===== src/rtl/pos_cap_pkg.sv =====
package pos_cap_pkg;

  localparam int ADDR_W = 8;
  localparam int DATA_W = 32;
  localparam int SEL_W  = 3;

  // host register regions
  localparam logic [ADDR_W-1:0] A_CTR  = 8'h00;
  localparam logic [ADDR_W-1:0] A_CFG  = 8'h10;
  localparam logic [ADDR_W-1:0] A_CAP  = 8'h20;
  localparam logic [ADDR_W-1:0] A_STAT = 8'h30;
  localparam logic [ADDR_W-1:0] A_LUT  = 8'h40;

  typedef struct packed {
    logic             en;
    logic [SEL_W-1:0] evt;
    logic [SEL_W-1:0] ctr;
  } slot_cfg_t;

endpackage


===== src/rtl/pos_counter.sv =====
module pos_counter #(
  parameter int W = 32
) (
  input  logic         clk,
  input  logic         rst_n,
  input  logic         step,
  input  logic         up,
  output logic [W-1:0] count
);

  logic [W-1:0] cnt_q;
  logic [W-1:0] cnt_n;

  always_comb begin
    if (up) cnt_n = cnt_q + W'(1);
    else    cnt_n = cnt_q - W'(1);
  end

  always_ff @(posedge clk or negedge rst_n) begin
    if (!rst_n)    cnt_q <= '0;
    else if (step) cnt_q <= cnt_n;
  end

  assign count = cnt_q;

endmodule


===== src/rtl/event_table.sv =====
module event_table #(
  parameter int IN_W   = 7,
  parameter int WORD_W = 32
) (
  input  logic                         clk,
  input  logic                         rst_n,
  input  logic [IN_W-1:0]              raw,
  input  logic                         wr_en,
  input  logic [$clog2(((1<<IN_W)+WORD_W-1)/WORD_W)-1:0] wr_word,
  input  logic [WORD_W-1:0]            wr_data,
  output logic [(1<<IN_W)-1:0]         table_bits,
  output logic                         fire
);

  localparam int DEPTH  = 1 << IN_W;

  logic [DEPTH-1:0] tbl_q, tbl_n;
  logic [IN_W-1:0]  sync1_q, sync2_q;
  logic             hit_prev_q;
  logic             fire_q;
  logic             hit_now;
  logic             rise;

  // table word update
  always_comb begin
    tbl_n = tbl_q;
    tbl_n[wr_word*WORD_W +: WORD_W] = wr_data;
  end

  always_ff @(posedge clk or negedge rst_n) begin
    if (!rst_n)     tbl_q <= '0;
    else if (wr_en) tbl_q <= tbl_n;
  end

  // two-stage input synchronizer
  always_ff @(posedge clk or negedge rst_n) begin
    if (!rst_n) begin
      sync1_q <= '0;
      sync2_q <= '0;
    end else begin
      sync1_q <= raw;
      sync2_q <= sync1_q;
    end
  end

  // lookup and rising-edge detection
  always_comb begin
    hit_now = tbl_q[sync2_q];
    rise    = hit_now & ~hit_prev_q;
  end

  always_ff @(posedge clk or negedge rst_n) begin
    if (!rst_n) begin
      hit_prev_q <= 1'b0;
      fire_q     <= 1'b0;
    end else begin
      hit_prev_q <= hit_now;
      fire_q     <= rise;
    end
  end

  assign table_bits = tbl_q;
  assign fire       = fire_q;

endmodule


===== src/rtl/capture_slot.sv =====
module capture_slot
  import pos_cap_pkg::*;
#(
  parameter int W       = 32,
  parameter int NUM_CTR = 5,
  parameter int NUM_EVT = 5
) (
  input  logic               clk,
  input  logic               rst_n,
  input  slot_cfg_t          cfg,
  input  logic [NUM_EVT-1:0] fire_vec,
  input  logic [NUM_CTR*W-1:0] ctr_flat,
  input  logic               rd_clr,
  output logic [W-1:0]       data,
  output logic               valid
);

  logic         sel_fire;
  logic [W-1:0] sel_val;
  logic         take;
  logic [W-1:0] data_q;
  logic         valid_q, valid_n;

  // event and counter selection
  always_comb begin
    sel_fire = 1'b0;
    for (int e = 0; e < NUM_EVT; e++) begin
      if (cfg.evt == SEL_W'(e)) sel_fire = fire_vec[e];
    end
  end

  always_comb begin
    sel_val = '0;
    for (int c = 0; c < NUM_CTR; c++) begin
      if (cfg.ctr == SEL_W'(c)) sel_val = ctr_flat[c*W +: W];
    end
  end

  // latch only when armed and empty
  always_comb begin
    take    = cfg.en & sel_fire & ~valid_q;
    valid_n = valid_q;
    if (take)        valid_n = 1'b1;
    else if (rd_clr) valid_n = 1'b0;
  end

  always_ff @(posedge clk or negedge rst_n) begin
    if (!rst_n)    data_q <= '0;
    else if (take) data_q <= sel_val;
  end

  always_ff @(posedge clk or negedge rst_n) begin
    if (!rst_n) valid_q <= 1'b0;
    else        valid_q <= valid_n;
  end

  assign data  = data_q;
  assign valid = valid_q;

endmodule


===== src/rtl/pos_capture_bank.sv =====
module pos_capture_bank
  import pos_cap_pkg::*;
#(
  parameter int CTR_W   = 32,
  parameter int NUM_CTR = 5,
  parameter int NUM_EVT = 5,
  parameter int EVT_IN  = 7,
  parameter int NUM_CAP = 10
) (
  input  logic                      clk,
  input  logic                      rst_n,
  input  logic [NUM_CTR-1:0]        step,
  input  logic [NUM_CTR-1:0]        dir_up,
  input  logic [NUM_EVT*EVT_IN-1:0] evt_raw,
  input  logic                      host_wr,
  input  logic                      host_rd,
  input  logic [ADDR_W-1:0]         host_addr,
  input  logic [DATA_W-1:0]         host_wdata,
  output logic [DATA_W-1:0]         host_rdata
);

  localparam int DEPTH   = 1 << EVT_IN;
  localparam int NWORDS  = (DEPTH + DATA_W - 1) / DATA_W;
  localparam int WSEL_W  = $clog2(NWORDS);
  localparam int LUT_SPAN = NUM_EVT * NWORDS;

  // reset: asserted asynchronously, released on the clock
  logic rst_meta_q, rst_ni;

  always_ff @(posedge clk or negedge rst_n) begin
    if (!rst_n) begin
      rst_meta_q <= 1'b0;
      rst_ni     <= 1'b0;
    end else begin
      rst_meta_q <= 1'b1;
      rst_ni     <= rst_meta_q;
    end
  end

  // counters
  logic [NUM_CTR*CTR_W-1:0] ctr_flat;

  for (genvar n = 0; n < NUM_CTR; n++) begin : g_ctr
    pos_counter #(.W(CTR_W)) u_ctr (
      .clk   (clk),
      .rst_n (rst_ni),
      .step  (step[n]),
      .up    (dir_up[n]),
      .count (ctr_flat[n*CTR_W +: CTR_W])
    );
  end

  // truth-table address decode
  logic [ADDR_W-1:0] lut_off;
  logic              lut_hit;
  logic [WSEL_W-1:0] lut_word;

  always_comb begin
    lut_off  = host_addr - A_LUT;
    lut_hit  = (host_addr >= A_LUT) && (lut_off < ADDR_W'(LUT_SPAN));
    lut_word = lut_off[WSEL_W-1:0];
  end

  // event detectors
  logic [NUM_EVT-1:0] evt_fire;
  logic [DEPTH-1:0]   tbl_bits [NUM_EVT];

  for (genvar e = 0; e < NUM_EVT; e++) begin : g_evt
    logic tbl_wr;
    assign tbl_wr = host_wr & lut_hit & ((lut_off >> WSEL_W) == ADDR_W'(e));

    event_table #(.IN_W(EVT_IN), .WORD_W(DATA_W)) u_evt (
      .clk        (clk),
      .rst_n      (rst_ni),
      .raw        (evt_raw[e*EVT_IN +: EVT_IN]),
      .wr_en      (tbl_wr),
      .wr_word    (lut_word),
      .wr_data    (host_wdata),
      .table_bits (tbl_bits[e]),
      .fire       (evt_fire[e])
    );
  end

  // capture slots and their configuration
  slot_cfg_t            cfg_q [NUM_CAP];
  logic [NUM_CAP-1:0]   cap_valid;
  logic [NUM_CAP-1:0]   cap_en;
  logic [CTR_W-1:0]     cap_data [NUM_CAP];
  logic [NUM_CAP*CTR_W-1:0] cap_flat;

  for (genvar k = 0; k < NUM_CAP; k++) begin : g_cap
    logic      cfg_wr;
    slot_cfg_t cfg_n;
    logic      rd_clr;

    always_comb begin
      cfg_wr    = host_wr && (host_addr == A_CFG + ADDR_W'(k));
      cfg_n.en  = host_wdata[8];
      cfg_n.evt = host_wdata[4 +: SEL_W];
      cfg_n.ctr = host_wdata[0 +: SEL_W];
      rd_clr    = host_rd && (host_addr == A_CAP + ADDR_W'(k));
    end

    always_ff @(posedge clk or negedge rst_ni) begin
      if (!rst_ni)     cfg_q[k] <= '0;
      else if (cfg_wr) cfg_q[k] <= cfg_n;
    end

    capture_slot #(
      .W       (CTR_W),
      .NUM_CTR (NUM_CTR),
      .NUM_EVT (NUM_EVT)
    ) u_slot (
      .clk      (clk),
      .rst_n    (rst_ni),
      .cfg      (cfg_q[k]),
      .fire_vec (evt_fire),
      .ctr_flat (ctr_flat),
      .rd_clr   (rd_clr),
      .data     (cap_data[k]),
      .valid    (cap_valid[k])
    );

    assign cap_en[k] = cfg_q[k].en;
    assign cap_flat[k*CTR_W +: CTR_W] = cap_data[k];
  end

  // read multiplexer
  logic [DATA_W-1:0] rd_n;

  always_comb begin
    rd_n = '0;
    for (int n = 0; n < NUM_CTR; n++) begin
      if (host_addr == A_CTR + ADDR_W'(n)) rd_n = DATA_W'(ctr_flat[n*CTR_W +: CTR_W]);
    end
    for (int k = 0; k < NUM_CAP; k++) begin
      if (host_addr == A_CFG + ADDR_W'(k))
        rd_n = DATA_W'({cfg_q[k].en, 1'b0, cfg_q[k].evt, 1'b0, cfg_q[k].ctr});
      if (host_addr == A_CAP + ADDR_W'(k)) rd_n = DATA_W'(cap_data[k]);
    end
    if (host_addr == A_STAT) rd_n = DATA_W'(cap_valid);
    if (lut_hit) begin
      for (int e = 0; e < NUM_EVT; e++) begin
        if ((lut_off >> WSEL_W) == ADDR_W'(e))
          rd_n = tbl_bits[e][lut_word*DATA_W +: DATA_W];
      end
    end
  end

  always_ff @(posedge clk or negedge rst_ni) begin
    if (!rst_ni)      host_rdata <= '0;
    else if (host_rd) host_rdata <= rd_n;
  end

endmodule


===== config.mk =====
export PLATFORM = sky130hd
export DESIGN_NAME = pos_capture_bank
export DESIGN_NICKNAME = d
export VERILOG_FILES = /design/src/rtl/pos_cap_pkg.sv /design/src/rtl/pos_counter.sv /design/src/rtl/event_table.sv /design/src/rtl/capture_slot.sv /design/src/rtl/pos_capture_bank.sv
export SDC_FILE = /design/constraint.sdc
export NUM_CORES = 2
export LEC_CHECK = 0
export CAP_MARGIN = 20
export CORE_MARGIN = 4
export CORE_UTILIZATION = 40
export CTS_CLUSTER_DIAMETER = 50
export DETAILED_ROUTE_END_ITERATION = 8
export DONT_BUFFER_PORTS = 1
export PLACE_DENSITY = 0.59
export SLEW_MARGIN = 20
export SYNTH_ARGS = -nofsm -noshare
export SYNTH_HDL_FRONTEND = slang
export SYNTH_SLANG_ARGS = --single-unit

===== constraint.sdc =====
create_clock -name clk -period 68.4 [get_ports clk]
set_input_delay 10.26 -clock clk [delete_from_list [all_inputs] [get_ports clk]]
set_output_delay 10.26 -clock clk [all_outputs]
set_load 0.01 [all_outputs]

# After elaboration in Yosys (flattened, before gate mapping)
# Cells that the tools add are included.
word_totals:
  regBits: 1314
  inputBits: 89
  output_inout_bits: 32
  elab_cells: 489
classes:
  add_sub_neg: 12
  magnitude_cmp: 7
  n_eq_ne: 109
  shifts: 7
  mux: 172
  n_bitwise: 46
  reduce_logical: 53
ops:
  columns: ["cell", "count"]
  rows:
  - ["$mux W32", 87]
  - ["$bwmux W128", 5]
  - ["$shiftx A128 B8 Y32", 5]
  - ["$add A32 B1 Y32 const B", 5]
  - ["$sub A32 B1 Y32 const B", 5]
  - ["$shift A32 B34 Y128 const A", 1]
  - ["$shiftx A32 B34 Y128", 1]
  - ["$eq A3 B2 Y1 const B", 40]
  - ["$eq A8 B6 Y1 const B", 11]
  - ["$eq A8 B5 Y1 const B", 10]
  - ["$mux W1", 75]
  - ["$eq A3 B1 Y1 const B", 20]
  - ["$eq A3 B3 Y1 const B", 20]
  - ["$logic_not A3 Y1", 20]
  - ["$lt A7 B8 Y1 const B", 5]
  - ["$bmux W1 S7", 5]
  - ["$neg A7 Y34", 1]
  - ["$and A1 B1 Y1", 31]
  - ["$logic_and A1 B1 Y1", 21]
  - ["$reduce_bool A2 Y1", 10]
  - ["$eq A8 B2 Y1 const B", 2]
  - ["$logic_not A8 Y1", 2]
  - ["$not A1 Y1", 15]
  - ["$eq A6 B2 Y1 const B", 2]
  - ["other kinds (7)", 7]

# Logic depth before layout (Yosys ltp)
depth:
  depth_word: 33
  ltp_mapped: 19
  ltp_nobuf: 12

# Cells and area by module
# From an unflattened synthesis, not the netlist that was laid out.
hier_totals:
  cells_unflattened: 7668
  hier_area_um2: 84312.1
by_module_without_submodules:
  columns: ["mod", "instances", "cells_per_inst", "area_each_um2", "seq_area_each_um2"]
  rows:
  - ["capture_slot", 10, 262, 2562.5, 825.8]
  - ["event_table (g_evt[1].u_evt ...)", 3, 422, 6160.9, 3603.5]
  - ["pos_counter", 5, 315, 2854.0, 800.8]
  - ["pos_capture_bank", 1, 1356, 13651.8, 2602.5]
  - ["event_table (g_evt[4].u_evt)", 1, 423, 6159.7, 3603.5]
  - ["event_table (g_evt[0].u_evt)", 1, 428, 6123.4, 3603.5]

# Least setup slack after synthesis
# Ideal clock, no wire load.
synth_path:
  path_type: "input-to-reg"
  start: "in host_addr[1]"
  end: "reg host_rdata[2]"
  setup_ns: 0.126
  arrival_ns: 13.693
  required_time_ns: 68.274
  setup_slack_ns: 54.581
  path_stages: 17
  n_path_buf: 5
  cell_sequence: "clkbuf_1 > clkbuf_1 > buf_1 > clkbuf_1 > inv_1 > ha_1 > nor3b_1 > clkbuf_1 > a221oi_1 > nor3_1 > a221oi_1 > o21ai_0 > a221oi_1 > o211ai_1 > a21oi_1 > o21ai_1 > a221o_1"
synth_via:
  elab_chain_len: 33
  word_cells_on_any_way: 72
  classes_between: "add/sub: 1; order compare: 2; eq/ne: 29; shift: 5; mux: 32; reduce/logical: 3"
synth_rtl:
  columns: ["element", "line", "rtl"]
  rows:
  - ["start: declaration", "pos_capture_bank.sv:17", "input logic [ADDR_W-1:0] host_addr,"]
  - ["$logic_not A8 Y1", "pos_capture_bank.sv:134", "if (host_addr == A_CTR + ADDR_W'(n)) rd_n = DATA_W'(ctr_flat[n*CTR_W +: CTR_W]);"]
  - ["$mux W32 (5 in series)", "pos_capture_bank.sv:134", null]
  - ["$mux W32", "pos_capture_bank.sv:137", "if (host_addr == A_CFG + ADDR_W'(k))"]
  - ["$mux W32", "pos_capture_bank.sv:139", "if (host_addr == A_CAP + ADDR_W'(k)) rd_n = DATA_W'(cap_data[k]);"]
  - ["$mux W32", "pos_capture_bank.sv:137", null]
  - ["$mux W32", "pos_capture_bank.sv:139", null]
  - ["$mux W32", "pos_capture_bank.sv:137", null]
  - ["$mux W32", "pos_capture_bank.sv:139", null]
  - ["[9 not listed]", null, null]
  - ["$mux W32", "pos_capture_bank.sv:139", null]
  - ["$mux W32", "pos_capture_bank.sv:137", null]
  - ["$mux W32", "pos_capture_bank.sv:139", null]
  - ["$mux W32", "pos_capture_bank.sv:137", null]
  - ["$mux W32", "pos_capture_bank.sv:139", null]
  - ["$mux W32", "pos_capture_bank.sv:141", "if (host_addr == A_STAT) rd_n = DATA_W'(cap_valid);"]
  - ["$mux W32 (5 in series)", "pos_capture_bank.sv:144", "if ((lut_off >> WSEL_W) == ADDR_W'(e))"]
  - ["$mux W32 (*)", "pos_capture_bank.sv:142", "if (lut_hit) begin"]
  - ["end signal: assignment", "pos_capture_bank.sv:152", "else if (host_rd) host_rdata <= rd_n;"]
  - ["end: declaration", "pos_capture_bank.sv:19", "output logic [DATA_W-1:0] host_rdata"]
# Every way passes the cells marked *; elsewhere a longest branch is shown, timed or not.
# A chain may end at the register's enable or synchronous reset.

# Worst setup path in the final report
layout_path:
  start: "in host_addr[0]"
  end: "reg host_rdata[13]"
# Same word-level chain as after synthesis.

==> flow_metrics.tcl <==
set metrics [dict create \
    cts_buffers 169 \
    grt_max_degree 178 \
    placed_cells 10340 \
    status "finished with violations" \
    drt_iter0_markers 10540 \
    grt_pass1_wl_um 541000 \
    placed_area_um2 83570 \
    syn_avg_cell_area_um2 9.835 \
    path_cells "inv_1, ha_1, buf_4, nor3b_4, buf_4, nand2_1, nor2_2, buf_4, a222oi_1, a21oi_1, nor2_1, a31oi_1, o21a_1, o22ai_1, a21oi_1" \
    final_area_um2 89650 \
    worst_pin_slew_ns 1.309 \
    htree_levels 4 \
    synth-main-ff-cell "dfrtp_1" \
    cp-start-kind "input pin" \
    p_leak_nw 36.20 \
    worst_skew_pair.late_latency_ns 0.87 \
    synth_area_um2 80900 \
    setup_violations 0 \
    critical_path_buf_inv_count 4 \
    hold_viol 0 \
    fin_crit_ns 14.06 \
    rsz0062_at_grt "false" \
    vias 72800 \
    die_w_um 457.7 \
    synth_top_cell_by_area "dfrtp_1" \
    yosysWarnings 0 \
    start_util_pct 40.36 \
    hold_ws_ns 0.3454 \
    grt_usage_pct 35.93 \
    fp-row-count 164 \
    drc 22 \
    violations "design-rule violations" \
    endpoint_kind "flip-flop" \
    cap_violations 0 \
    clkSinkCount 1314 \
    fmax_mhz 71.13 \
    syn-num-nets 8477 \
    crit_top_cell "buf_4" \
    critical-path-max-stage-delay_ns 0.50 \
    port_buffers 0 \
    slowest_stage "buf_4" \
    met3_length_um 46510 \
    wl_per_cell_um 35.99 \
    hpwl_um 256600 \
    ys_ff_latch 1314 \
    antenna_found_initial 28 \
    skew_ns 0.05815 \
    crit_type "input pin to flip-flop" \
    synthTopCellsByArea "dfrtp_1 (41%), mux4_2 (13%), o21ai_0 (6.8%)" \
    grt_pass1_vias 69710 \
    crit_fanout 167 \
    cts_buffer_depth 3 \
    yosys-top-cells-count "dfrtp_1 (1,314), nand2_1 (1,266), o21ai_0 (1,094), clkbuf_1 (701), a21oi_1 (491)" \
    final_layout_size_suffix_gt1_share_pct 17.19 \
    cts_setup_buffers 0 \
    period_share_pct 20.55 \
    gp_congestion 1.026 \
    timing.critical_path.from "host_addr[0]" \
    synthCells 8226 \
    synthArstFlopShare_pct 100.0 \
    yosysMostFrequentCell "dfrtp_1" \
    min_from "g_evt[4].u_evt.sync1_q[6]" \
    hold_class "flip-flop to flip-flop" \
    synth-seq-area-share_pct 40.64 \
    met2WireLength_um 162600 \
    drt_pass1_iterations 9 \
    cts_hold_buf 0 \
    irDropWorstVdd_mv 0.02828 \
    slew-limit-headroom_pct 12.74 \
    coreArea_um2 200500 \
    tritoncts "built" \
    wl_um 383900 \
    synth_cell_types 84 \
    syn_to_final_growth_pct 10.81 \
    clock-root-buffer "clkbuf_16" \
    layout.nets 8107 \
    required_ns 69.18 \
    crit_family "buffers and inverters" \
    top_level_ports 121 \
    netlist.area_leader.share_pct 40.64 \
    wl_met1_um 135300 \
    p_per_area_nw_per_um2 34.89 \
    highest_layer "met5" \
    grt-ovfl-total 0 \
    die_y_um 457.7 \
    crit-reg2reg-launch "rst_ni" \
    cts_repair_resize_count 0 \
    fin_cells 10670 \
    cts.reportedPaths.clkPinSlew_ns 0.06 \
    die_area_um2 209500 \
    arrival_ns 14.84 \
    tns_ns 0 \
    drtAntennaViolNets 0 \
    vias_per_cell 6.825 \
    synth-edff-count 0 \
    slew_violations 0 \
    power_mw 3.128 \
]
-- final cells by class --
cell class / instances / area (µm²)
inverter: 55 / 206.4
sequential: 1314 / 32920
multi-input combinational: 6022 / 44890
clock buffer: 221 / 4705
timing repair buffer: 294 / 2290
antenna: 13 / 32.53
fill: 18820 / 110800
clock inverter: 91 / 1284
tap: 2656 / 3323
-- sequential cells by signal, summed over array words and instances (netlist names) --
name,flops
host_rdata,32
g_ctr.u_ctr.count,160
rst_meta_q,1
g_evt.u_evt.hit_prev_q,5
g_evt.u_evt.fire,5
g_evt.u_evt.sync1_q,35
cfg_q,60
g_cap.u_slot.data,320
rst_ni,1
cap_en,10
g_evt.u_evt.table_bits,640
g_evt.u_evt.sync2_q,35
g_cap.u_slot.valid,10
-- where the power goes --
group          internal, mW  switching (mW)
combinational         0.475           0.774
sequential            0.839          0.0775
clock                 0.571           0.391
total                  1.88            1.24
-- logic make-up (layout without fill, tap and decap cells) --
logic type / count (synthesis) / count (layout) / synth area share [%]
flip-flops: 1314 / 1314 / 40.64
XOR/XNOR: 146 / 146 / 1.581
buffers and inverters: 890 / 661 / 4.237
other: 1 / 14 / 0.004635
AO/OA/AOI/OAI: 2726 / 2726 / 21.14
multiplexers: 932 / 932 / 19.24
AND/OR/NAND/NOR: 2055 / 2055 / 10.60
adder cells (fa/ha/maj): 162 / 162 / 2.552
-- layout by cell type, fill, tap and decap left out, types with 107 or more instances in the layout --
cell,instances
a21oi_1,491
a22oi_1,359
buf_4,288
clkbuf_16,169
dfrtp_1,1296
ha_1,157
mux2_2,198
mux2i_1,255
mux4_2,479
nand2_1,1266
nor2_1,410
o21ai_0,1093
o22a_1,225
xnor2_1,107
-- worst reg2reg max path, cell delays in order, from the launching register on --
cell	delay, ns
dfrtp_4	1.01
buf_4	0.83
buf_12	0.73
buf_4	0.63
buf_16	0.31
buf_4	0.88
-- path summary, 6_finish.rpt --
path	end	slack, ns	cells past startpoint
worst max-delay path	host_rdata[13]	54.34	15
worst min-delay path	g_evt[4].u_evt.sync2_q[6]	0.35	0
worst max register to register	g_cap[3].u_slot.data[29]	63.86	5
worst min register to register	g_evt[4].u_evt.sync2_q[6]	0.35	0
max in group asynchronous	rst_ni	59.22	0
min in group asynchronous	g_evt[1].u_evt.table_bits[87]	0.46	0
-- per-layer routing --
layer | global-route usage (%) | vias to the layer above
li1 | - | 29750
met1 | 42.96 | 35980
met2 | 52.46 | 5378
met3 | 12.48 | 1679
met4 | 29.02 | 10
met5 | 0 | -
-- through the flow --
stage / setup WS [ns] / utilization, %
floorplan: 29.06 / -
global placement: 54.18 / 41.69
detailed placement: 54.11 / 41.69
CTS: 55.03 / 44.67
global route: 54.55 / 44.71
finish: 54.34 / 44.72
Power figures use the tool's default switching activity.
